<file path="src/rtl/fcd_pkg.sv">
package fcd_pkg;
  typedef enum logic [2:0] {
    OP_NONE = 3'd0,
    OP_PROG = 3'd1,
    OP_SECT = 3'd2,
    OP_BLK  = 3'd3,
    OP_CHIP = 3'd4
  } fcd_op_e;

  typedef enum logic [2:0] {
    S_IDLE, S_UNL1, S_UNL2, S_PGM, S_ERA1, S_ERA2, S_ERA3
  } fcd_state_e;

  localparam logic [15:0] UNLOCK_A = 16'h5555;
  localparam logic [15:0] UNLOCK_B = 16'h2AAA;
  localparam logic [7:0]  D_KEY1   = 8'hAA;
  localparam logic [7:0]  D_KEY2   = 8'h55;
  localparam logic [7:0]  D_PROG   = 8'hA0;
  localparam logic [7:0]  D_ERASE  = 8'h80;
  localparam logic [7:0]  D_IDIN   = 8'h90;
  localparam logic [7:0]  D_IDOUT  = 8'hF0;
  localparam logic [7:0]  D_SECT   = 8'h30;
  localparam logic [7:0]  D_BLK    = 8'h50;
  localparam logic [7:0]  D_CHIP   = 8'h10;
  localparam logic [7:0]  MFR_CODE = 8'h9D;

  // Unlock address match uses the low sixteen bits only.
  function automatic logic addr_hit(input logic [15:0] low, input logic [15:0] pat);
    return low == pat;
  endfunction

  // True when the address lies in the topmost block of size 2**blk_w.
  function automatic logic top_block(input logic [31:0] addr, input int aw, input int blk_w);
    logic hit;
    hit = 1'b1;
    for (int i = 0; i < 32; i++)
      if (i >= blk_w && i < aw && !addr[i]) hit = 1'b0;
    return hit;
  endfunction
endpackage

</file>
<file path="src/rtl/fcd_seq.sv">
module fcd_seq
  import fcd_pkg::*;
#(
  parameter int ADDR_W = 19
) (
  input  logic              clk,
  input  logic              rst_n,
  input  logic              wr_en,
  input  logic [ADDR_W-1:0] wr_addr,
  input  logic [7:0]        wr_data,
  input  logic              prog_mode,
  input  logic              erase_busy,
  output logic              req_valid,
  output fcd_op_e           req_op,
  output logic              id_enter,
  output logic              id_exit
);
  fcd_state_e st, nxt;
  logic take, at_a, at_b;

  assign take = wr_en & ~erase_busy;
  assign at_a = addr_hit(wr_addr[15:0], UNLOCK_A);
  assign at_b = addr_hit(wr_addr[15:0], UNLOCK_B);

  always_comb begin
    nxt       = st;
    req_valid = 1'b0;
    req_op    = OP_NONE;
    id_enter  = 1'b0;
    id_exit   = 1'b0;
    if (take) begin
      nxt = S_IDLE;
      if (st != S_PGM && wr_data == D_IDOUT) id_exit = 1'b1;
      unique case (st)
        S_IDLE: if (at_a && wr_data == D_KEY1) nxt = S_UNL1;
        S_UNL1: if (at_b && wr_data == D_KEY2) nxt = S_UNL2;
        S_UNL2: if (at_a) begin
          if (wr_data == D_PROG)       nxt = S_PGM;
          else if (wr_data == D_ERASE) nxt = S_ERA1;
          else if (wr_data == D_IDIN)  id_enter = 1'b1;
        end
        S_PGM: begin
          req_valid = 1'b1;
          req_op    = OP_PROG;
        end
        S_ERA1: if (at_a && wr_data == D_KEY1) nxt = S_ERA2;
        S_ERA2: if (at_b && wr_data == D_KEY2) nxt = S_ERA3;
        S_ERA3: begin
          if (wr_data == D_SECT) begin
            req_valid = 1'b1; req_op = OP_SECT;
          end else if (wr_data == D_BLK) begin
            req_valid = 1'b1; req_op = OP_BLK;
          end else if (wr_data == D_CHIP && at_a && prog_mode) begin
            req_valid = 1'b1; req_op = OP_CHIP;
          end
        end
        default: nxt = S_IDLE;
      endcase
    end
  end

  always_ff @(posedge clk or negedge rst_n)
    if (!rst_n) st <= S_IDLE;
    else        st <= nxt;

  // a busy engine freezes the sequence position.
  a_r9_frozen_when_busy: assert property (@(posedge clk) disable iff (!rst_n)
    erase_busy |=> $stable(st));
  // a request is only ever produced from a fully unlocked state.
  a_r6_req_needs_unlock: assert property (@(posedge clk) disable iff (!rst_n)
    req_valid |-> (st == S_PGM || st == S_ERA3));
endmodule

</file>
<file path="src/rtl/fcd_guard.sv">
module fcd_guard
  import fcd_pkg::*;
#(
  parameter int ADDR_W = 19,
  parameter int BOOT_W = 16
) (
  input  logic              clk,
  input  logic              rst_n,
  input  logic              req_valid,
  input  fcd_op_e           req_op,
  input  logic [ADDR_W-1:0] req_addr,
  input  logic [7:0]        req_data,
  input  logic              boot_lock_n,
  input  logic              wp_n,
  output logic              cmd_valid,
  output logic [2:0]        cmd_op,
  output logic [ADDR_W-1:0] cmd_addr,
  output logic [7:0]        cmd_data
);
  logic in_boot, allow;

  assign in_boot = top_block(32'(req_addr), ADDR_W, BOOT_W);
  assign allow   = (req_op == OP_CHIP) ? (boot_lock_n & wp_n)
                 : (in_boot ? boot_lock_n : wp_n);

  always_ff @(posedge clk or negedge rst_n)
    if (!rst_n) begin
      cmd_valid <= 1'b0;
      cmd_op    <= '0;
      cmd_addr  <= '0;
      cmd_data  <= '0;
    end else begin
      cmd_valid <= req_valid & allow;
      if (req_valid) begin
        cmd_op   <= req_op;
        cmd_addr <= req_addr;
        cmd_data <= req_data;
      end
    end

  // commands need several writes, so a pulse never lasts two cycles.
  a_r2_single_pulse: assert property (@(posedge clk) disable iff (!rst_n)
    cmd_valid |=> !cmd_valid);
  // a boot-block command only leaves while the lock pin was high.
  a_r7_boot_locked: assert property (@(posedge clk) disable iff (!rst_n)
    (cmd_valid && cmd_op != 3'(OP_CHIP) && top_block(32'(cmd_addr), ADDR_W, BOOT_W))
      |-> $past(boot_lock_n));
  // other blocks only while write protect was high.
  a_r8_wp_locked: assert property (@(posedge clk) disable iff (!rst_n)
    (cmd_valid && cmd_op != 3'(OP_CHIP) && !top_block(32'(cmd_addr), ADDR_W, BOOT_W))
      |-> $past(wp_n));
  // chip erase needs both pins high.
  a_r12_chip_pins: assert property (@(posedge clk) disable iff (!rst_n)
    (cmd_valid && cmd_op == 3'(OP_CHIP)) |-> $past(boot_lock_n && wp_n));
endmodule

</file>
<file path="src/rtl/fcd_id.sv">
module fcd_id
  import fcd_pkg::*;
#(
  parameter logic [7:0] DEV_CODE = 8'h6E
) (
  input  logic       clk,
  input  logic       rst_n,
  input  logic       id_enter,
  input  logic       id_exit,
  input  logic       id_offset,
  output logic       id_mode,
  output logic [7:0] id_code
);
  always_ff @(posedge clk or negedge rst_n)
    if (!rst_n)        id_mode <= 1'b0;
    else if (id_exit)  id_mode <= 1'b0;
    else if (id_enter) id_mode <= 1'b1;

  always_comb
    if (!id_mode)       id_code = 8'h00;
    else if (id_offset) id_code = DEV_CODE;
    else                id_code = MFR_CODE;

  // entry and exit never coincide.
  a_r10_entry_exit_exclusive: assert property (@(posedge clk) disable iff (!rst_n)
    !(id_enter && id_exit));
endmodule

</file>
<file path="src/rtl/flash_cmd_decoder.sv">
module flash_cmd_decoder
  import fcd_pkg::*;
#(
  parameter int         ADDR_W   = 19,
  parameter int         BOOT_W   = 16,
  parameter logic [7:0] DEV_CODE = 8'h6E
) (
  input  logic              clk,
  input  logic              rst_n,
  input  logic              wr_en,
  input  logic [ADDR_W-1:0] wr_addr,
  input  logic [7:0]        wr_data,
  input  logic              prog_mode,
  input  logic              boot_lock_n,
  input  logic              wp_n,
  input  logic              erase_busy,
  input  logic              id_offset,
  output logic              cmd_valid,
  output logic [2:0]        cmd_op,
  output logic [ADDR_W-1:0] cmd_addr,
  output logic [7:0]        cmd_data,
  output logic              id_mode,
  output logic [7:0]        id_code
);
  logic    req_valid, id_enter, id_exit;
  fcd_op_e req_op;

  fcd_seq #(.ADDR_W(ADDR_W)) u_seq (
    .clk, .rst_n, .wr_en, .wr_addr, .wr_data, .prog_mode, .erase_busy,
    .req_valid, .req_op, .id_enter, .id_exit
  );

  fcd_guard #(.ADDR_W(ADDR_W), .BOOT_W(BOOT_W)) u_guard (
    .clk, .rst_n, .req_valid, .req_op, .req_addr(wr_addr), .req_data(wr_data),
    .boot_lock_n, .wp_n, .cmd_valid, .cmd_op, .cmd_addr, .cmd_data
  );

  fcd_id #(.DEV_CODE(DEV_CODE)) u_id (
    .clk, .rst_n, .id_enter, .id_exit, .id_offset, .id_mode, .id_code
  );

  // identification mode rises only after a 90h write.
  a_r10_rise_on_90: assert property (@(posedge clk) disable iff (!rst_n)
    $rose(id_mode) |-> $past(wr_en && !erase_busy && wr_data == D_IDIN));
  // identification mode falls only after an F0h write.
  a_r11_fall_on_f0: assert property (@(posedge clk) disable iff (!rst_n)
    $fell(id_mode) |-> $past(wr_en && !erase_busy && wr_data == D_IDOUT));
  // chip erase only leaves while the programmer interface was selected.
  a_r4_chip_prog_mode: assert property (@(posedge clk) disable iff (!rst_n)
    (cmd_valid && cmd_op == 3'(OP_CHIP)) |-> $past(prog_mode));
endmodule

</file>
<file path="config.mk">
export PLATFORM = sky130hd
export DESIGN_NAME = flash_cmd_decoder
export DESIGN_NICKNAME = d
export VERILOG_FILES = /design/src/rtl/fcd_pkg.sv /design/src/rtl/fcd_seq.sv /design/src/rtl/fcd_guard.sv /design/src/rtl/fcd_id.sv /design/src/rtl/flash_cmd_decoder.sv
export SDC_FILE = /design/constraint.sdc
export NUM_CORES = 1
export LEC_CHECK = 0
export CORE_MARGIN = 2
export CORE_UTILIZATION = 67
export DETAILED_ROUTE_END_ITERATION = 10
export DONT_BUFFER_PORTS = 1
export PLACE_DENSITY = 0.83
export SLEW_MARGIN = 5
export SYNTH_ARGS = -nofsm -noshare
export SYNTH_HDL_FRONTEND = slang
export SYNTH_SLANG_ARGS = --single-unit
</file>
<file path="constraint.sdc">
create_clock -name clk -period 2.9 [get_ports clk]
set_input_delay 0.29 -clock clk [delete_from_list [all_inputs] [get_ports clk]]
set_output_delay 0.29 -clock clk [all_outputs]
set_load 0.01 [all_outputs]
</file>
# Word-level counts from Yosys, hierarchy flattened
# Cells that the tools add are included.
[totals]
register_bits = 35
in_bits = 35
output_inout_bits = 40
wordCells = 71
[op_classes]
n_eq_ne = 19
n_mux = 35
bitwise_logic = 4
n_reduce_logical = 7
[op_table]
columns = ["cell", "count"]
rows = [
  ["equality test 8 bit (second input constant)", 5],
  ["2-to-1 mux 3 bit", 9],
  ["2-to-1 mux 1 bit", 20],
  ["equality test 16 x 14 -> 1 bit (second input constant)", 1],
  ["equality test 16 x 15 -> 1 bit (second input constant)", 1],
  ["equality test 8 x 7 -> 1 bit (second input constant)", 2],
  ["2-to-1 mux 8 bit", 2],
  ["one-hot mux 3 bit (5 select lines)", 1],
  ["equality test 3 bit (second input constant)", 4],
  ["equality test 8 x 5 -> 1 bit (second input constant)", 1],
  ["equality test 8 x 6 -> 1 bit (second input constant)", 1],
  ["equality test 3 x 2 -> 1 bit (second input constant)", 2],
  ["one-hot mux 3 bit (2 select lines)", 1],
  ["logical AND 1 bit", 5],
  ["AND 1 bit", 3],
  ["equality test 3 x 1 -> 1 bit (second input constant)", 1],
  ["zero test 3 bit", 1],
  ["!= test 3 x 2 -> 1 bit (second input constant)", 1],
  ["2-to-1 mux 2 bit", 1],
  ["one-hot mux 1 bit (2 select lines)", 1],
  ["nonzero test 2 bit", 1],
  ["NOT 1 bit", 1],
]

# Depth between registers and ports, before layout
[depth]
ltp_word = 11
depth_mapped = 7

# Modules after synthesis
# From an unflattened synthesis, not the netlist that was laid out.
[hier_totals]
cells_unflattened = 138
area_unflattened_um2 = 1786.7
[modules_own_cells]
columns = ["mod", "instances", "cells_per_inst", "area_each_um2", "seq_area_each_um2"]
rows = [
  ["fcd_guard", 1, 69, 1194.9, 775.7],
  ["fcd_seq", 1, 59, 495.5, 75.1],
  ["fcd_id", 1, 10, 96.3, 25.0],
]

# Worst setup path after synthesis
# No wires, ideal clock.
[synth_path]
path_type = "input -> register"
from = "input wr_data[1]"
to = "register u_guard.cmd_addr[0]"
arrival_time_ps = 1968
required_time_ps = 2775
setup_slack_ps = 807
cell_stages = 7
cell_sequence = "nor4_4 > nand3_1 > nor4_4 > o21ai_2 > a21oi_4 > buf_6 > mux2_2"
[synth_between]
elab_chain_len = 8
[synth_rtl]
columns = ["element", "line", "rtl"]
rows = [
  ["start: declaration", "flash_cmd_decoder.sv:12", "input logic [7:0] wr_data,"],
  ["equality test 8 x 5 -> 1 bit", "fcd_seq.sv:53", "end else if (wr_data == D_CHIP && at_a && prog_mode) begin"],
  ["logical AND 1 bit (2 in a row)", "fcd_seq.sv:53", ""],
  ["2-to-1 mux 1 bit", "fcd_seq.sv:53", ""],
  ["2-to-1 mux 1 bit", "fcd_seq.sv:51", "end else if (wr_data == D_BLK) begin"],
  ["2-to-1 mux 1 bit *", "fcd_seq.sv:49", "if (wr_data == D_SECT) begin"],
  ["one-hot mux 1 bit (2 select lines) *", "fcd_seq.sv:34", "unique case (st)"],
  ["2-to-1 mux 1 bit *", "fcd_seq.sv:31", "if (take) begin"],
  ["end signal: assignment", "fcd_guard.sv:36", "cmd_addr <= req_addr;"],
  ["end: declaration", "fcd_guard.sv:17", "output logic [ADDR_W-1:0] cmd_addr,"],
]
# Mark *: on every way between the ends. The rest lies on a longest branch, timed or not.
# A chain may end at the register's enable or synchronous reset.

# Worst setup path after layout
[layout_path]
from = "input wr_data[1]"
to = "register u_guard.cmd_data[4]"
[layout_between]
elab_chain_len = 8
[layout_rtl]
columns = ["element", "line", "rtl"]
rows = [
  ["equality test 8 x 5 -> 1 bit", "fcd_seq.sv:53", ""],
  ["logical AND 1 bit (2 in a row)", "fcd_seq.sv:53", ""],
  ["2-to-1 mux 1 bit", "fcd_seq.sv:53", ""],
  ["2-to-1 mux 1 bit", "fcd_seq.sv:51", ""],
  ["2-to-1 mux 1 bit *", "fcd_seq.sv:49", ""],
  ["one-hot mux 1 bit (2 select lines) *", "fcd_seq.sv:34", ""],
  ["2-to-1 mux 1 bit *", "fcd_seq.sv:31", ""],
  ["end signal: assignment", "fcd_guard.sv:37", "cmd_data <= req_data;"],
  ["end: declaration", "fcd_guard.sv:18", "output logic [7:0] cmd_data"],
]
# Marked as above.

==> flow_metrics.tcl <==
set metrics [dict create \
    run_status "completed" \
    drt-total-wl_um 3760 \
    hold_viol_final 0 \
    netlist_area_um2 1840 \
    drc 0 \
    cts_setup_buffers 0 \
    place_area_um2 1810 \
    fin_crit_sh_pct 67.4 \
    rsz0062_at_grt "no" \
    syn2layout_area_growth_pct 2.44 \
    async_flop_share_pct 100 \
    synthesis.instances 157 \
    critPathRequiredTime_ns 3.12 \
    clock-sinks 35 \
    synth_top_family_by_area "simple AND/OR/NAND/NOR gates" \
    antenna_cells 0 \
    coreArea_um2 2690 \
    placed_cells 179 \
    synth_fa_ha_area_share_pct 0 \
    max_freq_ghz 0.512 \
    syn_nets 192 \
    grt_pass1_vias 1284 \
    synth-seq-cells 35 \
    yosysTopAreaCellShare_pct 47.5 \
    dr.pass1.iters 4 \
    ys_types 41 \
    maxCapViolations 0 \
    port_buffers 0 \
    grt_start_max_net_pins 36 \
    setup_viol 0 \
    synth_edf_count 0 \
    synthMuxAreaShare_pct 16.1 \
    drive_gt1_share_pct 25.9 \
    htreeDepth 2 \
    synthXorXnorAreaFrac_pct 0.475 \
    synth_most_common_cell "dfrtp_1" \
    fin_util_pct 70.3 \
    arrival_ns 2.18 \
    via_per_inst 6.75 \
    routedWlPerCell_um 19.9 \
    cp_slowest_cell "nor4_4" \
    grt_use_total_pct 24.8 \
    cp_max_fo 23 \
    power_density_nw_per_um2 412 \
    path_buf_inv 1 \
    via_count 1276 \
    hpwl_um 2800 \
    drtIter0Drc 49 \
    p_leak_uw 0.000873 \
    slew_headroom_pct 56.2 \
    die_area_um2 3190 \
    yosys_warnings 0 \
    crit_top_cell "nor4_4" \
    synth_simple_gate_area_share_pct 19.3 \
    synth_commonest_cells "dfrtp_1 (35), mux2_2 (22), o21ai_0 (9), nand2_1 (7), nor2_1 (7)" \
    yosysSeqAreaShare_pct 47.5 \
    worst_setup_path_start_kind "input pin" \
    ios 75 \
    gp_congestion 0.904 \
    fp.dieW_um 56.5 \
    ir_worst_vdd_v 0.000418 \
    avgSynthCellArea_um2 11.7 \
    die_h_um 56.5 \
    grt_overflow 0 \
    yosys.area.top_type "dfrtp_1" \
    clk_path_buf_depth 2 \
    critPathKind "in2reg" \
    hold_class "in2reg" \
    fin_skew_ns 0.00430 \
    finish.net_count 192 \
    cts_tree "built" \
    clk_latency_ns 0.33 \
    setup-tns-final_ns 0 \
    synthFlopType "dfrtp_1" \
    crit_family "simple AND/OR/NAND/NOR gates" \
    cts_buffers 5 \
    ant_nets 0 \
    synth_compound_gate_area_share_pct 11.5 \
    critPathCaptureType "flip-flop" \
    synth_area_leaders "dfrtp_1 (47%), mux2_2 (13%), nor4bb_1 (3.3%), mux2i_1 (2.7%), o21ai_0 (2.4%)" \
    hold_ws_ns 0.0548 \
    worst_slew_pin_slew_ns 0.652 \
    drv_slew 0 \
    cpPeakStageDelay_ns 0.42 \
    path_clk_slew_ns 0.10 \
    fin_cells 189 \
    antenna_found_initial 0 \
    crit_chain "nor4_4, nand3_1, nor4_4, o21ai_2, a21oi_4, buf_4, mux2_2" \
    grt_pass1_wl_um 6130 \
    final_area_um2 1890 \
    rows 19 \
    clockRootBuffer "clkbuf_4" \
    finalCriticalPeriod_ns 1.95 \
    start_util_pct 68.7 \
]
==> state kept, by name, indices dropped and copies added (netlist names) <==
| name | count |
|---|---|
| u_guard.cmd_addr | 19 |
| u_guard.cmd_valid | 1 |
| u_guard.cmd_op | 3 |
| u_seq.st | 3 |
| u_id.id_mode | 1 |
| u_guard.cmd_data | 8 |
==> final cells by class <==
class | count | area, µm²
Clock buffer | 6 | 41.3
Multi-Input combinational cell | 110 | 876
Fill cell | 190 | 797
Inverter | 2 | 7.51
Timing Repair Buffer | 3 | 37.5
Clock inverter | 2 | 12.5
Tap cell | 31 | 38.8
Sequential cell | 35 | 876
==> placed cells by master (no fill, tap or decap), types with 2 or more instances in the layout <==
| cell type | count |
|---|---|
| a21boi_0 | 4 |
| a21oi_1 | 3 |
| a31oi_1 | 2 |
| and2_1 | 2 |
| and2b_2 | 2 |
| and3_1 | 2 |
| clkbuf_4 | 5 |
| dfrtp_1 | 35 |
| inv_1 | 2 |
| mux2_2 | 22 |
| mux2i_1 | 5 |
| nand2_1 | 7 |
| nand3_1 | 6 |
| nand4_1 | 3 |
| nor2_1 | 7 |
| nor2b_1 | 4 |
| nor4_1 | 2 |
| nor4_4 | 2 |
| nor4bb_1 | 6 |
| o21ai_0 | 9 |
| o2bb2ai_1 | 5 |
==> through the flow <==
stage               power [µW]  setup WS [ns]
floorplan                  520          0.807
global placement           525          0.630
detailed placement         525          0.569
CTS                        788          0.934
global route               810          0.814
finish                     778          0.946
==> where the power goes <==
group | switching, µW | internal (µW) | leakage [µW]
logic | 20.3 | 15.7 | 0.000358
clock network | 156 | 93.5 | 0.0000282
registers | 3.39 | 489 | 0.000487
==> kinds of logic (layout without fill, tap and decap cells) <==
group / after synthesis / after routing
AND/OR/NAND/NOR: 52 / 52
XOR/XNOR: 1 / 1
buffers and inverters: 12 / 13
AO/OA/AOI/OAI: 30 / 30
multiplexers: 27 / 27
flip-flops: 35 / 35
==> repair_timing <==
action | CTS | global route
hold buffers | 2 | 0
hold endpoints to repair | 35 | 0
endpoints found under the setup margin | 0 | 0
gates resized for setup | 0 | 0
==> worst reg2reg max path, stage by stage, from the launching register on <==
cell     delay, ns
dfrtp_1       0.66
and2b_2       0.26
o21ai_2       0.08
a21oi_4       0.14
buf_4         0.29
mux2_2        0.38
==> per-layer routing <==
metal / vias up / global-route usage (%) / share of wire (%)
li1: 581 / - / -
met1: 635 / 33.3 / 40
met2: 58 / 38.2 / 51
met3: 2 / 8.76 / 7.8
met4: 0 / 7.14 / 0.45
met5: - / 0 / 0
==> worst paths after layout <==
path / from / to / slack, ns / cells past startpoint
max in group asynchronous: rst_n / u_guard.cmd_data[5]$_DFFE_PN0P_ / 2.31 / 2
worst max-delay path: wr_data[1] / u_guard.cmd_data[4]$_DFFE_PN0P_ / 0.95 / 7
worst min register to register: u_guard.cmd_data[7]$_DFFE_PN0P_ / u_guard.cmd_data[7]$_DFFE_PN0P_ / 0.58 / 1
min in group asynchronous: rst_n / u_guard.cmd_addr[1]$_DFFE_PN0P_ / 0.42 / 2
worst max register to register: u_seq.st[2]$_DFFE_PN0P_ / u_guard.cmd_data[4]$_DFFE_PN0P_ / 0.97 / 5
worst min-delay path: wr_data[5] / u_id.id_mode$_DFFE_PN0P_ / 0.05 / 1
Power figures use the tool's default switching activity.
